## config.mk

```make
export PLATFORM = sky130hd
export DESIGN_NAME = seqdet_top
export DESIGN_NICKNAME = d
export VERILOG_FILES = /design/src/rtl/seqdet_pkg.sv /design/src/rtl/seqdet_rst_sync.sv /design/src/rtl/seqdet_window.sv /design/src/rtl/seqdet_match.sv /design/src/rtl/seqdet_drive.sv /design/src/rtl/seqdet_top.sv
export SDC_FILE = /design/constraint.sdc
export NUM_CORES = 1
export LEC_CHECK = 0
export CORE_AREA = 10 10 47 49
export DETAILED_ROUTE_END_ITERATION = 16
export DIE_AREA = 0 0 57 59
export DONT_BUFFER_PORTS = 1
export GPL_ROUTABILITY_DRIVEN = 0
export PLACE_DENSITY_LB_ADDON = 0.1
export REMOVE_ABC_BUFFERS = 1
export SYNTH_ARGS = -nofsm -noshare
export SYNTH_HDL_FRONTEND = slang
export SYNTH_SLANG_ARGS = --single-unit
export TNS_END_PERCENT = 20
```

## constraint.sdc

```tcl
create_clock -name clk_i -period 1.1 [get_ports clk_i]
set_input_delay 0.11 -clock clk_i [delete_from_list [all_inputs] [get_ports clk_i]]
set_output_delay 0.11 -clock clk_i [all_outputs]
set_load 0.01 [all_outputs]
```

## src/rtl/seqdet_pkg.sv

```systemverilog
package seqdet_pkg;

  localparam int unsigned DEF_WIDTH      = 6;
  localparam logic [5:0]  DEF_PATTERN    = 6'b101011;
  localparam int unsigned DEF_BUF_STAGES = 4;
  localparam int unsigned DEF_SYNC_DEPTH = 2;

  // Tap polarity: 1 means the tap feeds the match term through an inverter.
  typedef enum logic {
    TAP_DIRECT   = 1'b0,
    TAP_INVERTED = 1'b1
  } tap_pol_e;

endpackage

```

## src/rtl/seqdet_rst_sync.sv

```systemverilog
module seqdet_rst_sync #(
  parameter int unsigned DEPTH = 2
) (
  input  logic clk_i,
  input  logic rst_ni,
  output logic rst_sync_no
);

  logic [DEPTH-1:0] sync_q;
  logic [DEPTH-1:0] sync_d;

  always_comb begin
    sync_d = {sync_q[DEPTH-2:0], 1'b1};
  end

  always_ff @(posedge clk_i or negedge rst_ni) begin
    if (!rst_ni) begin
      sync_q <= '0;
    end else begin
      sync_q <= sync_d;
    end
  end

  assign rst_sync_no = sync_q[DEPTH-1];

  // The synchronised reset never releases at the edge where the raw reset was still low.
  p_sync_release_r8 : assert property (@(posedge clk_i) disable iff (!rst_ni)
    $rose(rst_sync_no) |-> $past(sync_q[0]));

endmodule

```

## src/rtl/seqdet_window.sv

```systemverilog
module seqdet_window #(
  parameter int unsigned WIDTH = 6
) (
  input  logic             clk_i,
  input  logic             rst_ni,
  input  logic             bit_i,
  output logic [WIDTH-1:0] taps_o
);

  logic [WIDTH-1:0] win_q;
  logic [WIDTH-1:0] win_d;
  logic             shift_en;

  // Index 0 holds the newest bit, index WIDTH-1 the oldest.
  assign shift_en = 1'b1;

  always_comb begin
    win_d = win_q;
    if (shift_en) begin
      win_d = {win_q[WIDTH-2:0], bit_i};
    end
  end

  always_ff @(posedge clk_i or negedge rst_ni) begin
    if (!rst_ni) begin
      win_q <= '0;
    end else begin
      win_q <= win_d;
    end
  end

  assign taps_o = win_q;

  p_newest_tap_r2 : assert property (@(posedge clk_i) disable iff (!rst_ni)
    1'b1 |=> taps_o[0] == $past(bit_i));

  p_shift_order_r2 : assert property (@(posedge clk_i) disable iff (!rst_ni)
    1'b1 |=> taps_o[WIDTH-1:1] == $past(taps_o[WIDTH-2:0]));

  p_reset_clear_r7 : assert property (@(posedge clk_i)
    !rst_ni |-> taps_o == '0);

endmodule

```

## src/rtl/seqdet_match.sv

```systemverilog
module seqdet_match
  import seqdet_pkg::*;
#(
  parameter int unsigned     WIDTH   = DEF_WIDTH,
  parameter logic [WIDTH-1:0] PATTERN = DEF_PATTERN
) (
  input  logic [WIDTH-1:0] taps_i,
  output logic             hit_o
);

  logic [WIDTH-1:0] term;
  logic             nand_n;

  for (genvar g = 0; g < WIDTH; g++) begin : g_tap
    localparam tap_pol_e POL = PATTERN[g] ? TAP_DIRECT : TAP_INVERTED;
    if (POL == TAP_INVERTED) begin : g_inv
      assign term[g] = ~taps_i[g];
    end else begin : g_dir
      assign term[g] = taps_i[g];
    end
  end

  // Wide NAND followed by an inverter gives an active-high hit.
  assign nand_n = ~(&term);
  assign hit_o  = ~nand_n;

  always_comb begin
    if (hit_o) begin
      p_hit_newest_r3 : assert (taps_i[0] == PATTERN[0]);
    end
  end

endmodule

```

## src/rtl/seqdet_drive.sv

```systemverilog
module seqdet_drive #(
  parameter int unsigned STAGES = 4
) (
  input  logic in_i,
  output logic out_o
);

  localparam bit ODD = (STAGES % 2) == 1;

  logic [STAGES:0] node;

  assign node[0] = in_i;

  for (genvar g = 0; g < STAGES; g++) begin : g_stage
    assign node[g+1] = ~node[g];
  end

  // An odd chain would invert; a polarity fix keeps the chain transparent.
  if (ODD) begin : g_fix
    assign out_o = ~node[STAGES];
  end else begin : g_even
    assign out_o = node[STAGES];
  end

  always_comb begin
    p_transparent_r6 : assert (out_o === in_i);
  end

endmodule

```

## src/rtl/seqdet_top.sv

```systemverilog
module seqdet_top
  import seqdet_pkg::*;
#(
  parameter int unsigned      WIDTH      = DEF_WIDTH,
  parameter logic [WIDTH-1:0] PATTERN    = DEF_PATTERN,
  parameter int unsigned      BUF_STAGES = DEF_BUF_STAGES,
  parameter int unsigned      SYNC_DEPTH = DEF_SYNC_DEPTH
) (
  input  logic clk_i,
  input  logic rst_ni,
  input  logic serial_i,
  output logic detect_o
);

  // A pattern equal to itself shifted by one could match on two consecutive edges.
  localparam bit SELF_SHIFT = PATTERN[WIDTH-2:0] == PATTERN[WIDTH-1:1];

  logic             rst_sync_n;
  logic [WIDTH-1:0] taps;
  logic             hit;

  seqdet_rst_sync #(.DEPTH(SYNC_DEPTH)) u_rst_sync (
    .clk_i      (clk_i),
    .rst_ni     (rst_ni),
    .rst_sync_no(rst_sync_n)
  );

  seqdet_window #(.WIDTH(WIDTH)) u_window (
    .clk_i (clk_i),
    .rst_ni(rst_sync_n),
    .bit_i (serial_i),
    .taps_o(taps)
  );

  seqdet_match #(.WIDTH(WIDTH), .PATTERN(PATTERN)) u_match (
    .taps_i(taps),
    .hit_o (hit)
  );

  seqdet_drive #(.STAGES(BUF_STAGES)) u_drive (
    .in_i (hit),
    .out_o(detect_o)
  );

  p_reset_low_r1 : assert property (@(posedge clk_i)
    !rst_ni |-> !detect_o);

  p_detect_last_bit_r2 : assert property (@(posedge clk_i) disable iff (!rst_sync_n)
    $rose(detect_o) |-> $past(serial_i) == PATTERN[0]);

  if (!SELF_SHIFT) begin : g_pulse
    p_single_pulse_r5 : assert property (@(posedge clk_i) disable iff (!rst_ni)
      detect_o |=> !detect_o);
  end

endmodule

```

==> flow_summary_export.csv <==
group,metric,value,unit
critical_path,slowest_delay,0.38,ns
clock_tree,post_cts_buffers,0,
route,drtIter0Drc,0,
run_status,status,"complete, but fails checks",
power,vdd_drop_max,0.515,mV
final_layout,final_common_cell,"dfrtp_1",
grt,grt_pass1_wl,538,um
critical_path,crit_path_end_kind,"output pin",
logic_synthesis,syn_area,224,um2
route,ant_nets,0,
die,rows,14,
clock_tree,clock-sinks,8,
grt,grt_usage,2.48,%
final_layout,fillCellCount,160,
clock_tree,insertion_delay,0.25,ns
logic_synthesis,ys_ff_latch,8,
final_layout,syn2layout_area_growth,31.3,%
die,die_area,3360,um2
die,fp.dieW,57,um
clock_tree,clockRootBuffer,"clkbuf_4",
critical_path,required,0.99,ns
timing,fin_skew,0.000171,ns
grt,antenna_found_initial,0,
logic_synthesis,seq_area_frac_synth,89.4,%
grt,grt_pass1_vias,134,
route,post-route-drc-count,0,
timing,drv_slew,0,
placement,dpl_cell_area,251,um2
route,wirelength,285,um
critical_path,cp.arrival,1.05,ns
timing,period_share,106,%
timing,setup_violations,1,
flow_run,cap_violations,0,
min_path,min_path_type,"reg -> async",
die,start_util,16.0,%
clock_tree,clock_path_buffers,2,
critical_path,path_class,"reg -> out",
clock_tree,cts.clk_slew.worst_paths,0.05,ns
clock_tree,cts_tree,"done",
logic_synthesis,yosysUniqueCellTypes,4,
final_layout,design_area,294,um2
logic_synthesis,ys_warn_count,0,
timing,period_needed,1.16,ns
critical_path,slowest_stage,"dfrtp_1",
power,leakage,0.129,nW
placement,dp.cells,29,
critical_path,start_kind,"flip-flop",
grt,grt_max_degree,7,
critical_path,path_buf_inv,1,
critical_path,path_max_fanout,2,
route,wl_per_cell,8.38,um
logic_synthesis,synth.avg_cell_area,18.7,um2
final_layout,final_cells,34,
power,finalPower,0.544,mW
route,routed-via-count,107,
die,pin_count,4,
route,viasPerCell,3.15,
die,core_area,1400,um2
power,p_per_area,1850,nW/um2
final_layout,final_cell_mix,"dfrtp_1, clkbuf_4, nand2_1, dlygate4sd3_1",
final_layout,nets,23,
grt,overflow,0,
clock_tree,cts_buffers,3,
critical_path,path_cells,"nor4_2 -> buf_4",
placement,portBuffers,0,
final_layout,drive_gt1_share,27.8,%
logic_synthesis,synthCells,12,
route,firstDrtPassIters,1,
critical_path,cp_top_family,"flip-flops",
run_status,violations,"negative setup slack",
timing,max_freq,861,MHz
final_layout,diodes,0,
timing,layout_setup_ws,-0.0615,ns
die,die-height,59,um
clock_tree,htreeDepth,1,
timing,rsz0062_at_grt,"yes",
timing,hold_viol,0,
timing,tns,-0.0615,ns
state kept, by name, summed over array words and instances (netlist names):
signal / cells
u_window.taps_o: 6
u_rst_sync.sync_q: 2
synth_stat cells, drive strengths merged:
library cell  number  area, um2
dfrtp              8        200
nand2              2       7.51
conb               1       3.75
nor4               1       12.5
final cells by class:
cell class                      instances  area, um2  share of cell area (%)
Tap cell                               16       20.0                    6.81
Multi-Input combinational cell          4       23.8                    8.09
Sequential cell                         8        200                    68.1
Timing Repair Buffer                    3       27.5                    9.36
Clock buffer                            3       22.5                    7.66
layer usage:
layer	track usage, %	part of all wire, %	wire [um]
met1	2.30	45	127
met2	1.86	39	112
met3	2.36	16	45
met4	5.03	0	0
met5	0	0	0
through the flow:
stage,utilization (%),hold WS [ns],worst slack (ns)
final,21.0,0.0869,-0.0615
after detailed placement,17.9,-0.186,0.181
after CTS,21.0,0.0793,-0.0973
after global routing,21.0,0.0851,-0.167
after global placement,17.9,-0.186,0.194
after floorplan,-,-0.186,0.266
where the power goes:
| part | leakage [nW] | total [mW] | internal, mW | switching, mW |
|---|---|---|---|---|
| clock network | 0.0138 | 0.214 | 0.124 | 0.0903 |
| registers | 0.0932 | 0.319 | 0.310 | 0.00960 |
| logic | 0.0218 | 0.0106 | 0.00637 | 0.00421 |
worst paths after layout:
path	start	to	slack (ns)	cells after the start
worst max-delay path	u_window.taps_o[4]$_DFF_PN0_	detect_o	-0.06	2
worst min-delay path	u_rst_sync.sync_q[1]$_DFF_PN0_	u_window.taps_o[3]$_DFF_PN0_	0.09	0
worst max register to register	u_window.taps_o[2]$_DFF_PN0_	u_window.taps_o[3]$_DFF_PN0_	0.60	0
worst min register to register	u_rst_sync.sync_q[1]$_DFF_PN0_	u_window.taps_o[3]$_DFF_PN0_	0.09	0
max in group asynchronous	u_rst_sync.sync_q[1]$_DFF_PN0_	u_window.taps_o[0]$_DFF_PN0_	0.83	0
min in group clk_i	u_rst_sync.sync_q[0]$_DFF_PN0_	u_rst_sync.sync_q[1]$_DFF_PN0_	0.35	0
kinds of logic after synthesis:
| family | after synthesis | share of synthesized area, % |
|---|---|---|
| flip-flops | 8 | 89.4 |
| other | 1 | 1.67 |
| AND/OR/NAND/NOR | 3 | 8.94 |
repair_timing:
action                                  CTS  global route
hold buffers                              2             0
endpoints found under the hold margin     3             0
gates cloned                              0             0
gates resized for setup                   0             0
endpoints found under the setup margin    1             1
Note: power is estimated with default switching activity, not from simulation.
